File: config.mk
export PLATFORM = sky130hd
export DESIGN_NAME = psum_packer
export DESIGN_NICKNAME = d
export VERILOG_FILES = /design/src/rtl/psum_pkg.sv /design/src/rtl/psum_rectify.sv /design/src/rtl/psum_gather.sv /design/src/rtl/psum_outreg.sv /design/src/rtl/psum_packer.sv
export SDC_FILE = /design/constraint.sdc
export NUM_CORES = 1
export LEC_CHECK = 0
export BUFFER_PORTS_ARGS = -buffer_cell sky130_fd_sc_hd__buf_2
export CORE_MARGIN = 2
export CORE_UTILIZATION = 25
export DETAILED_ROUTE_END_ITERATION = 16
export GPL_TIMING_DRIVEN = 0
export PLACE_DENSITY = 0.43
export SLEW_MARGIN = 10
export SYNTH_ARGS = -nofsm -noshare
export SYNTH_HDL_FRONTEND = slang
export SYNTH_SLANG_ARGS = --single-unit
File: constraint.sdc
create_clock -name clk -period 2.1 [get_ports clk]
set_input_delay 0.105 -clock clk [delete_from_list [all_inputs] [get_ports clk]]
set_output_delay 0.105 -clock clk [all_outputs]
set_load 0.01 [all_outputs]
File: src/rtl/psum_pkg.sv
package psum_pkg;

  // Segments per output channel: unrolled input length over crossbar rows, rounded up.
  function automatic int ceil_div(input int num, input int den);
    return (num + den - 1) / den;
  endfunction

  // Zero-clamp of a two's-complement value whose sign bit is bit w-1.
  function automatic logic [31:0] relu_fn(input logic [31:0] v, input int w);
    return v[w-1] ? 32'd0 : v;
  endfunction

endpackage

File: src/rtl/psum_rectify.sv
module psum_rectify #(
  parameter int VAL_W = 4
) (
  input  logic [VAL_W-1:0] raw_val,
  output logic [VAL_W-1:0] rect_val,
  output logic             rect_nz
);
  import psum_pkg::*;

  assign rect_val = VAL_W'(relu_fn(32'(raw_val), VAL_W));
  assign rect_nz  = |rect_val;


  always_comb begin
    if (raw_val[VAL_W-1]) begin
      neg_clamp_chk: assert (!rect_nz);
    end
  end

endmodule

File: src/rtl/psum_gather.sv
module psum_gather #(
  parameter int VAL_W = 4,
  parameter int SEGS  = 8,
  parameter int SEG_W = 3,
  parameter int CNT_W = 4,
  parameter int CH_W  = 4
) (
  input  logic                  clk,
  input  logic                  rst_n,
  input  logic                  acc,
  input  logic [VAL_W-1:0]      rect_val,
  input  logic                  rect_nz,
  input  logic [SEG_W-1:0]      seg,
  input  logic [CH_W-1:0]       chan,
  output logic                  grp_done,
  output logic [SEGS-1:0]       grp_mask,
  output logic [SEGS*VAL_W-1:0] grp_vals,
  output logic [CNT_W-1:0]      grp_cnt,
  output logic [CH_W-1:0]       grp_chan
);
  localparam logic [SEG_W-1:0] LAST_SEG = SEG_W'(SEGS - 1);

  logic [SEGS-1:0]       mask_q, mask_n;
  logic [SEGS*VAL_W-1:0] vals_q, vals_n;
  logic [CNT_W-1:0]      cnt_q,  cnt_n;
  logic                  seg_last;
  logic                  take_nz;

  assign seg_last = (seg == LAST_SEG);
  assign take_nz  = acc && rect_nz && (int'(cnt_q) < SEGS);

  always_comb begin
    mask_n = mask_q;
    vals_n = vals_q;
    cnt_n  = cnt_q;
    if (take_nz) begin
      mask_n[seg] = 1'b1;
      vals_n[int'(cnt_q)*VAL_W +: VAL_W] = rect_val;
      cnt_n = cnt_q + CNT_W'(1);
    end
  end

  assign grp_done = acc && seg_last;
  assign grp_mask = mask_n;
  assign grp_vals = vals_n;
  assign grp_cnt  = cnt_n;
  assign grp_chan = chan;

  always_ff @(posedge clk) begin
    if (!rst_n || grp_done) begin
      mask_q <= '0;
      vals_q <= '0;
      cnt_q  <= '0;
    end else if (acc) begin
      mask_q <= mask_n;
      vals_q <= vals_n;
      cnt_q  <= cnt_n;
    end
  end


  zero_skip_chk: assert property (@(posedge clk) disable iff (!rst_n)
    (acc && !rect_nz && !seg_last) |=> $stable(cnt_q));


  cnt_bound_chk: assert property (@(posedge clk) disable iff (!rst_n)
    int'(cnt_q) <= SEGS);

endmodule

File: src/rtl/psum_outreg.sv
module psum_outreg #(
  parameter int VAL_W = 4,
  parameter int SEGS  = 8,
  parameter int CNT_W = 4,
  parameter int CH_W  = 4
) (
  input  logic                  clk,
  input  logic                  rst_n,
  input  logic                  grp_done,
  input  logic [SEGS-1:0]       grp_mask,
  input  logic [SEGS*VAL_W-1:0] grp_vals,
  input  logic [CNT_W-1:0]      grp_cnt,
  input  logic [CH_W-1:0]       grp_chan,
  input  logic                  out_ready,
  output logic                  out_valid,
  output logic [SEGS-1:0]       out_mask,
  output logic [SEGS*VAL_W-1:0] out_vals,
  output logic [CNT_W-1:0]      out_count,
  output logic [CH_W-1:0]       out_chan,
  output logic                  stall
);
  assign stall = out_valid && !out_ready;

  always_ff @(posedge clk) begin
    if (!rst_n) begin
      out_valid <= 1'b0;
      out_mask  <= '0;
      out_vals  <= '0;
      out_count <= '0;
      out_chan  <= '0;
    end else if (grp_done) begin
      out_valid <= 1'b1;
      out_mask  <= grp_mask;
      out_vals  <= grp_vals;
      out_count <= grp_cnt;
      out_chan  <= grp_chan;
    end else if (out_valid && out_ready) begin
      out_valid <= 1'b0;
    end
  end


  no_overwrite_chk: assert property (@(posedge clk) disable iff (!rst_n)
    grp_done |-> !stall);


  hold_chk: assert property (@(posedge clk) disable iff (!rst_n)
    stall |=> (out_valid && $stable(out_mask) && $stable(out_vals)
               && $stable(out_count) && $stable(out_chan)));


  count_chk: assert property (@(posedge clk) disable iff (!rst_n)
    out_valid |-> (int'(out_count) == $countones(out_mask)));


  tail_chk: assert property (@(posedge clk) disable iff (!rst_n)
    out_valid |-> ((out_vals >> (int'(out_count) * VAL_W)) == '0));

endmodule

File: src/rtl/psum_packer.sv
module psum_packer
  import psum_pkg::*;
#(
  parameter int IN_DIM = 64,
  parameter int ROWS   = 8,
  parameter int VAL_W  = 4,
  parameter int CH_W   = 4,
  localparam int SEGS  = ceil_div(IN_DIM, ROWS),
  localparam int SEG_W = (SEGS > 1) ? $clog2(SEGS) : 1,
  localparam int CNT_W = $clog2(SEGS + 1)
) (
  input  logic                  clk,
  input  logic                  rst_n,
  input  logic                  in_valid,
  output logic                  in_ready,
  input  logic [VAL_W-1:0]      in_value,
  input  logic [SEG_W-1:0]      in_seg,
  input  logic [CH_W-1:0]       in_chan,
  output logic                  out_valid,
  input  logic                  out_ready,
  output logic [SEGS-1:0]       out_mask,
  output logic [CNT_W-1:0]      out_count,
  output logic [SEGS*VAL_W-1:0] out_vals,
  output logic [CH_W-1:0]       out_chan
);
  logic [VAL_W-1:0]      rect_val;
  logic                  rect_nz;
  logic                  acc;
  logic                  stall;
  logic                  grp_done;
  logic [SEGS-1:0]       grp_mask;
  logic [SEGS*VAL_W-1:0] grp_vals;
  logic [CNT_W-1:0]      grp_cnt;
  logic [CH_W-1:0]       grp_chan;

  assign in_ready = !stall;
  assign acc      = in_valid && in_ready;

  psum_rectify #(.VAL_W(VAL_W)) u_rect (
    .raw_val  (in_value),
    .rect_val (rect_val),
    .rect_nz  (rect_nz)
  );

  psum_gather #(
    .VAL_W(VAL_W), .SEGS(SEGS), .SEG_W(SEG_W), .CNT_W(CNT_W), .CH_W(CH_W)
  ) u_gather (
    .clk      (clk),
    .rst_n    (rst_n),
    .acc      (acc),
    .rect_val (rect_val),
    .rect_nz  (rect_nz),
    .seg      (in_seg),
    .chan     (in_chan),
    .grp_done (grp_done),
    .grp_mask (grp_mask),
    .grp_vals (grp_vals),
    .grp_cnt  (grp_cnt),
    .grp_chan (grp_chan)
  );

  psum_outreg #(
    .VAL_W(VAL_W), .SEGS(SEGS), .CNT_W(CNT_W), .CH_W(CH_W)
  ) u_out (
    .clk       (clk),
    .rst_n     (rst_n),
    .grp_done  (grp_done),
    .grp_mask  (grp_mask),
    .grp_vals  (grp_vals),
    .grp_cnt   (grp_cnt),
    .grp_chan  (grp_chan),
    .out_ready (out_ready),
    .out_valid (out_valid),
    .out_mask  (out_mask),
    .out_vals  (out_vals),
    .out_count (out_count),
    .out_chan  (out_chan),
    .stall     (stall)
  );


  emit_chk: assert property (@(posedge clk) disable iff (!rst_n)
    (acc && (in_seg == SEG_W'(SEGS - 1))) |=> out_valid);


  no_spurious_chk: assert property (@(posedge clk) disable iff (!rst_n)
    $rose(out_valid) |-> $past(acc));

endmodule

# [Yosys cells after proc, flatten, opt, wreduce, memory -nomap -nowiden]
# Cells that the tools add are included.
[totals] regBits=93 input_bits=15 output_inout_bits=50 wordCells=39
[classes] shifts=2 order_cmp=3 addsub=2 n_eq_ne=1 bitwise_logic=1 mux=9 reduce_logical=13
[ops] cell="$neg A6 Y33" n=1
[ops] cell="$shift A4 B33 Y32 const A" n=1
[ops] cell="$shiftx A4 B33 Y32" n=1
[ops] cell="$bwmux W32" n=1
[ops] cell="$mux W32" n=1
[ops] cell="$mux W8" n=1
[ops] cell="$or A8 B8 Y8" n=1
[ops] cell="$logic_and A1 B1 Y1" n=7
[ops] cell="$add A4 B1 Y4 const B" n=1
[ops] cell="$lt A3 B4 Y1 const B" n=1
[ops] cell="$lt A4 B4 Y1 const B" n=1
[ops] cell="$mux W4" n=1
[ops] cell="$reduce_or A4 Y1" n=1
[ops] cell="$demux W1 S3" n=1
[ops] cell="$eq A3 B3 Y1 const B" n=1
[ops] cell="$ge A3 B1 Y1 const B" n=1
[ops] cell="$logic_not A1 Y1" n=3
[ops] cell="$mux W1" n=3
[ops] cell="$mux W3" n=1
[ops] cell="$reduce_bool A2 Y1" n=1
[ops] cell="$logic_or A1 B1 Y1" n=1

# [Depth between registers and ports, before layout]
# Gate-level depths: netlist of the first run.
[logic_depth] ltp_word=7 ltp_mapped=8 mapped_depth_nobuf=7

# [By module]
# A second synthesis of the first run with hierarchy kept.
[hier_totals] hier_cells=380 hier_area_um2=4027.6
[by_module_without_submodules] mod="psum_gather" area_per_inst_um2=2115.8 cells_each=213 instances=1 seq_area_each_um2=880.8
[by_module_without_submodules] mod="psum_outreg" area_per_inst_um2=1860.5 cells_each=158 instances=1 seq_area_each_um2=980.9
[by_module_without_submodules] mod="psum_rectify" area_per_inst_um2=41.3 cells_each=7 instances=1 seq_area_each_um2=0.0
[by_module_without_submodules] mod="psum_packer" area_per_inst_um2=10.0 cells_each=2 instances=1 seq_area_each_um2=0.0

# [Worst setup path after synthesis of the first run]
# No wires, ideal clock.
[synth_path] path_kind="register to register" from="register u_gather.cnt_q[0]" to="register u_out.out_vals[16]" path_stages_with_launch=9 setup_ns=0.066 slack_ns=-0.092 required_ns=2.034 period_less_slack_ns=2.192 t_arrival_ns=2.126 cell_sequence="dfxtp_1 buf_6 inv_1 ha_1 or3b_4 nor4b_4 o2111ai_4 mux2_4 a21oi_2"
[synth_via] elab_chain_len=4 word_cells_on_any_way=7 cone_classes="add/sub (1); order compare (1); shift (2); mux (2); reduce/logical (1)"
[synth_rtl] item="start, declared" line="psum_gather.sv:25" rtl="logic [CNT_W-1:0] cnt_q, cnt_n;"
[synth_rtl] item="start signal, assigned" line="psum_gather.sv:57" rtl="cnt_q <= cnt_n;"
[synth_rtl] item="$neg A6 Y33" line="psum_gather.sv:38" rtl="vals_n[int'(cnt_q)*VAL_W +: VAL_W] = rect_val;"
[synth_rtl] item="$shiftx A4 B33 Y32 or $shift A4 B33 Y32 (tied branches)" line="psum_gather.sv:38"
[synth_rtl] item="$bwmux W32" line="psum_gather.sv:38"
[synth_rtl] item="$mux W32 (*)" line="psum_gather.sv:36" rtl="if (take_nz) begin"
[synth_rtl] item="end signal, assigned" line="psum_outreg.sv:34" rtl="out_vals <= grp_vals;"
[synth_rtl] item="end, declared" line="psum_outreg.sv:17" rtl="output logic [SEGS*VAL_W-1:0] out_vals,"
# Mark *: on every way between the ends. The rest lies on a longest branch, timed or not.
# A chain may end at the register's enable or synchronous reset.

# [Worst setup path after layout of the first run]
[layout_path] from="register u_gather.cnt_q[0]" to="register u_out.out_vals[1]"
# The elaborated chain is that of the path after synthesis.

==> impl_results.md, run 1 <==
- Clock Sinks: 93
- Overall Global Routing Usage: 0.1303
- Power share of the combinational group: 0.078
- Final period util: 0.9863
- Final WS setup: 28.72 ps
- Crit Path Category: flop to flop
- Final wirelength: 9353 um
- Worst hold margin: between 15 and 20 ps
- TritonCTS Buffers: 9
- Layout cells sized above 1: 0.2821
- Post-Place Setup Slack: -252.1 ps
- Count of state elements after synthesis: 93
- Commonest cells after routing, fill and taps aside: dfxtp_1, buf_2, nor2_1, nand2_1, o21ai_0
- Global-route wire length before repair: about 15000 um
- Setup Skew: around 6.3 ps
- Peak VDD IR: approximately 0.00040 V
- Area of the die: about 15000 um2
- Final ANT Viol Nets: 0
- Register share of total power: 0.473
- Max Cap Viol: 0
- Max Root-Sink Buffers: 2
- Boundary Pins: between 60 and 70
- Non-filler cells in the finished layout: 648
- Synth cell types: 32
- Startpoint Class: flop
- Switching Fraction: 0.2211
- CP top delay family: simple AND/OR/NAND/NOR gates
- Syn_nets: 401
- Dpl cells: around 620
- Final setup vio count: 0
- Root buffer cell: clkbuf_16
- Relative slew slack: 0.4905
- Antenna cells: 0
- Yosys synthesis warning count: 0
- Clock power frac: 0.449
- Crit Path Max Fanout: 4
- Total grt overflow: 0
- Synth area leaders: dfxtp_1, mux2i_1, nor2_1, o21ai_0, nand2_1
- DRC Markers: 0
- Row count: 43
- Ys flop type: dfxtp_1
- R2r setup slk: roughly 29 ps
- Port bufs: 63
- Vias in the first global route: 2756
- Max Fclk: around 480 MHz
- CP peak stage delay: a little under 400 ps
- Min-delay src: in_chan[2]
- Post-synth EDFFs: 0
- Crit. End Element: flop
- Sequential share of the synthesized area: 0.5324
- Worst path buffer plus inverter count: 2
- Hold Crit Class: input port to flop
- Int Pwr: 2.972 mW
- Pwr per Cell Area: ~830 nW/um2
- # H-tree levels: 3
- Critical Path RT: 2320 ps
- Crit path from: u_gather.cnt_q[0]
- Ys async rst share: 0
- Post-Synth XOR/XNOR Area: 0.007513
- Area Overhead vs Synth: 30.95%
- Multiplexer share of the synthesized area: 0.07585
- Net Switching: between 800 and 900 uW
- Core area: roughly 14000 um2
- Global placement routability congestion: approximately 0.75
- CTS tree: done
- RSZ-0062 raised after global routing: yes
- Compound-Gate Fraction of Synth Area: 0.1506
- Hold Path Cell Cnt: 3
- Fin. Hold Viols: 0
- Cts hold-fix bufs: 0
- Status: completed
- Most common cell after layout, fill and taps aside: dfxtp_1
- Worst r2r src: u_gather.cnt_q[0]
- Crit-path cells: inv_4 -> ha_4 -> or3b_4 -> nor4b_4 -> o211ai_1 -> buf_4 -> mux2i_2 -> a21oi_1
- First drt pass iteration count: 4
- Clk_lat worst skew: between 300 and 400 ps
- Leak: 1.922 nW
- Via Count: around 2900
- Drt wl/cell: ~14 um
- Worst Hold Path EP: u_out.out_chan[2]
- R2R cell count: 8
- Simple-gate share of the synthesized area: 0.1789
- Clock Pin Slew Worst Setup and Hold Paths: 60 ps
- Die height: ~120 um
- DRT iter0 DRCs: 190
- Mapped Cells: 380
- Min cycle time layout: around 2100 ps
- RR Endpoint: u_out.out_vals[1]
- Fin. max-slew vios: 0
- CP max stage cell: or3b_4
- Synth area leader: dfxtp_1
- Synth Area per Inst: 9.203 um2
- Effective utilization at floorplan: 0.2539
- Initial antenna violation count: 0
- Critical Path AT: roughly 2300 ps
- Least-Margin Pin Slew: about 760 ps
- Vias per cell: about 4.5
- Largest net degree at the start of global routing: 15
- Post-Synth Adder-Cell Area: 0.02147
- DIE WIDTH: roughly 120 um
- Top-area cell type share of the netlist area: 0.5324
- Largest family of logic cells by synthesized area: simple AND/OR/NAND/NOR gates
- Synthesized area: approximately 3500 um2
- Fin nets: around 490
- Dpl hpwl: 6870 um
[kinds of logic after synthesis]
group | after synthesis
fa+ha+maj | 6
mux | 25
xor+xnor | 3
buf+inv | 29
compound gates | 88
simple gates | 136
flops | 93
[flip-flops by register name, summed over array words and instances, names as in the netlist]
signal	cells
u_out.out_valid	1
u_gather.cnt_q	4
u_gather.mask_q	8
u_out.out_chan	4
u_out.out_count	4
u_out.out_vals	32
u_gather.vals_q	32
u_out.out_mask	8
[Yosys cell counts, types with 5 or more instances]
cell type and n:
nand2_1 39, a21boi_0 14, a21oi_1 28, mux2i_1 22, o21ai_0 34, ha_1 6
nor2_1 57, dfxtp_1 93, inv_1 8, nor2b_1 5, clkbuf_1 20, nand3_1 19
[through the flow]
step	instance area, um2	utilization	setup TNS [ps]	power [mW]
2_1_floorplan	3513	-	0	2.011
3_3_place_gp	4054	0.2943	-4573	2.102
3_5_place_dp	4054	0.2943	-5654	2.104
4_1_cts	4459	0.3238	-6.584	3.853
5_1_grt	4579	0.3325	-201.2	3.985
6_report	4579	0.3325	0	3.816
[layout make-up]
cell class | count | area (um2)
Timing Repair Buffer | 75 | 405.4
Fill cell | 1458 | 9194
Tap cell | 180 | 225.2
Inverter | 8 | 35.03
Sequential cell | 93 | 1871
Clock buffer | 10 | 239.0
Buffer | 20 | 80.08
Clock inverter | 4 | 73.82
Multi-Input combinational cell | 258 | 1650
[layer usage]
metal	global-route usage	part of all wire	vias up
met2	0.2139	0.47	70
met4	0.03233	0.0086	0
met3	0.03996	0.053	7
met1	0.1671	0.47	1353
li1	-	-	1458
met5	0	0	-
[tightest hold or removal path: cells and delay by family]
family | cells | cell delay, ps
buffers and inverters | 1 | 100
and+or+nand+nor | 1 | 40
AOI/OAI and AO/OA | 1 | 60
[power groups by stage]
| stage | Clock (mW) | Sequential (mW) | Combinational [mW] |
|---|---|---|---|
| floorplan | 0 | 1.85 | 0.157 |
| global placement | 0 | 1.85 | 0.255 |
| detailed placement | 0 | 1.85 | 0.257 |
| CTS | 1.77 | 1.80 | 0.279 |
| global route | 1.85 | 1.81 | 0.328 |
| finish | 1.71 | 1.80 | 0.298 |
[repair_timing]
item                       in CTS  in global routing
pin swaps                       5                  3
setup buffers                  10                  2
setup endpoints to repair      52                 63
gates resized for setup         9                 29
cloned                          0                  0
[worst max-delay path by stage]
stage	endpoint	slack, ps	depth (start not counted)
2_1_floorplan	u_out.out_vals[16]	3	8
3_3_place_gp	u_out.out_vals[0]	-220	7
3_5_place_dp	u_out.out_vals[0]	-250	7
4_1_cts	u_out.out_vals[0]	-7	7
5_1_grt	u_out.out_vals[2]	-50	8
6_report	u_out.out_vals[1]	30	8
(Power assumes the default switching activity.)
==> run 2, diff against run 1 <==
Settings changed: REMOVE_ABC_BUFFERS from default to 1, SKIP_LAST_GASP from default to 1.
==> run 2 against run 1 <==
- sequential share of layout area increased by 1.4 points
- global-route usage decreased by 0.93 points
- final area decreased by 3.4%
- total power decreased by 6.3%
- non-clock buffer count decreased by 23
- first-iteration DRC count decreased by 31%
- critical path depth decreased by 1
- critical path type unchanged
==> impl_results.md, run 2 (synthesized netlist as in run 1, its figures left out) <==
- Status: completed
- R2R cell count: 7 (-1)
- Placement Cell Area: 4000 um2 (-1.3%)
- # fillers: 1476 (+1.2%)
- Overall power: 3.576 mW (-6.3%)
- Area Overhead vs Synth: 26.55%
- Core area: 13770 um2 (unchanged)
- Critical Path AT: 2310 ps (+20 ps)
- Vias in the first global route: 2674 (-3.0%)
- Max Cap Viol: 0 (unchanged)
- Crit Path Category: flop to flop
- Port bufs: 64 (+1.6%)
- Relative slew slack: 0.3997 (-0.09072)
- Final ANT Viol Nets: 0 (unchanged)
- CP max stage cell: mux2_4
- Worst r2r src: u_gather.cnt_q[1]
- Crit. End Element: flop
- Effective utilization at floorplan: 0.2539 (unchanged)
- Fin. max-slew vios: 0 (unchanged)
- R2r setup slk: 60 ps (+30 ps)
- Initial antenna violation count: 0 (unchanged)
- Fin. Hold Viols: 0 (unchanged)
- Dpl cells: 605 (-2.9%)
- Min cycle time layout: 2042 ps (-29.47 ps)
- Commonest cells after routing, fill and taps aside: dfxtp_1, buf_2, nor2_1, nand2_1, o21ai_0
- Layout cells sized above 1: 0.2662 (-0.01583)
- TritonCTS Buffers: 9 (unchanged)
- RR Endpoint: u_out.out_vals[16]
- Global-route wire length before repair: 13880 um (-5.6%)
- CP peak stage delay: 370 ps (-20 ps)
- Hold Crit Class: input port to flop
- Via Count: 2740 (-5.1%)
- Fin area: 4425 um2 (-3.4%)
- Boundary Pins: 65 (unchanged)
- DRC Markers: 0 (unchanged)
- Drt wl/cell: 13.37 um (-7.4%)
- Root buffer cell: clkbuf_16
- Antenna cells: 0 (unchanged)
- RSZ-0062 raised after global routing: yes
- # H-tree levels: 3 (unchanged)
- Row count: 43 (unchanged)
- Fin nets: 463 (-4.7%)
- DRT iter0 DRCs: 131 (-31%)
- Clk_lat worst skew: 340 ps (about the same)
- Non-filler cells in the finished layout: 627 (-3.2%)
- Clock Sinks: 93 (unchanged)
- Critical Path RT: 2370 ps (+50 ps)
- Worst hold margin: 21.54 ps (+4.451 ps)
- Pwr per Cell Area: 808.1 nW/um2 (-3.0%)
- Startpoint Class: flop
- Largest net degree at the start of global routing: 53 (+38)
- Final wirelength: 8383 um (-10%)
- Dpl hpwl: 5600 um (-18%)
- Global placement routability congestion: 0.8255 (+9.7%)
- Peak VDD IR: 0.0004206 V (+4.7%)
- Largest registers: u_gather.vals_q x32, u_out.out_vals x32
- Setup Skew: 8.231 ps (+1.917 ps)
- Total grt overflow: 0 (unchanged)
- Vias per cell: 4.370 (-1.9%)
- Die height: 122.3 um (unchanged)
- Overall Global Routing Usage: 0.1210 (-0.009323)
- Leak: 1.873 nW (-2.6%)
- CTS tree: done
- Worst Hold Path EP: u_out.out_chan[2]
- Max Fclk: 489.8 MHz (+1.4%)
- Most common cell after layout, fill and taps aside: dfxtp_1
- Clock Pin Slew Worst Setup and Hold Paths: 70 ps (about the same)
- Crit Path Max Fanout: 8 (+4)
- Worst path buffer plus inverter count: 1 (-1)
- Min-delay src: in_chan[2]
- CP top delay family: simple AND/OR/NAND/NOR gates
- Cts hold-fix bufs: 0 (unchanged)
- First drt pass iteration count: 4 (unchanged)
- Final setup vio count: 0 (unchanged)
- Max Root-Sink Buffers: 2 (unchanged)
- Crit-path cells: buf_4 -> nor3_1 -> ha_1 -> and3_1 -> o2111ai_4 -> mux2_4 -> a21oi_2
- DIE WIDTH: 122.3 um (unchanged)
- Area of the die: 14950 um2 (unchanged)
- Hold Path Cell Cnt: 3 (unchanged)
- Final period util: 0.9723 (-0.01403)
- Post-layout util: 0.3213 (-0.01117)
- Least-Margin Pin Slew: 893.0 ps (+134.5 ps)
- Crit path from: u_gather.cnt_q[1]
==> run 2: cell count changes in the layout (fill, tap and decap cells not counted), moves of 4 or more <==
cell,delta
clkbuf_1,-16
mux2i_2,-4
buf_4,-6
mux2i_1,+5
clkbuf_2,-4
==> run 2: final cells by class <==
type | count | area, um2 | share of cell area
multi-input combinational | 258 | 1613 | 0.3644
tap | 180 | 225.2 | 0.05089
sequential | 93 | 1869 | 0.4224
clock buffer | 10 | 239.0 | 0.05400
inverter | 8 | 35.03 | 0.007916
clock inverter | 6 | 38.79 | 0.008764
timing repair buffer | 72 | 405.4 | 0.09160
==> run 2: what timing repair did <==
| item | 4_1_cts | 5_1_grt |
|---|---|---|
| buffers inserted | 4 | 2 |
| resized for setup | 11 | 15 |
| endpoints found under the setup margin | 75 | 66 |
| pin swaps | 3 | 7 |
==> run 2: where the power goes <==
| part | total (mW) | switching, mW | internal [mW] |
|---|---|---|---|
| logic | 0.275 | 0.166 | 0.109 |
| registers | 1.80 | 0.0132 | 1.79 |
| clock network | 1.50 | 0.670 | 0.829 |
==> run 2: worst max path at each step <==
stage | slack [ps] | to | cells past startpoint
CTS | 5 | u_out.out_vals[18] | 7
global placement | -1150 | u_out.out_vals[15] | 5
detailed placement | -410 | u_out.out_vals[26] | 7
global route | -120 | u_gather.mask_q[6] | 5
floorplan | -290 | u_out.out_vals[11] | 5
finish | 60 | u_out.out_vals[16] | 7
==> run 2: per-stage QoR <==
stage               setup WS [ps]  setup TNS (ps)
global route               -123.8          -900.1
global placement            -1153          -87140
detailed placement         -408.2          -20170
floorplan                  -291.9          -11480
finish                      58.19               0
CTS                         5.276               0
==> run 2: worst register-to-register path: stages, from the launching register on <==
cell       delay, ps
dfxtp_4          360
buf_4            170
nor3_1            70
ha_1             330
and3_1           330
o2111ai_4        230
mux2_4           370
a21oi_2          110
==> run 2: metal layers <==
metal | wire, um | up-vias | global-route usage
li1 | - | 1416 | -
met1 | 4101 | 1252 | 0.1538
met2 | 3672 | 57 | 0.1878
met3 | 454 | 15 | 0.04414
met4 | 155 | 0 | 0.04454
met5 | 0 | - | 0
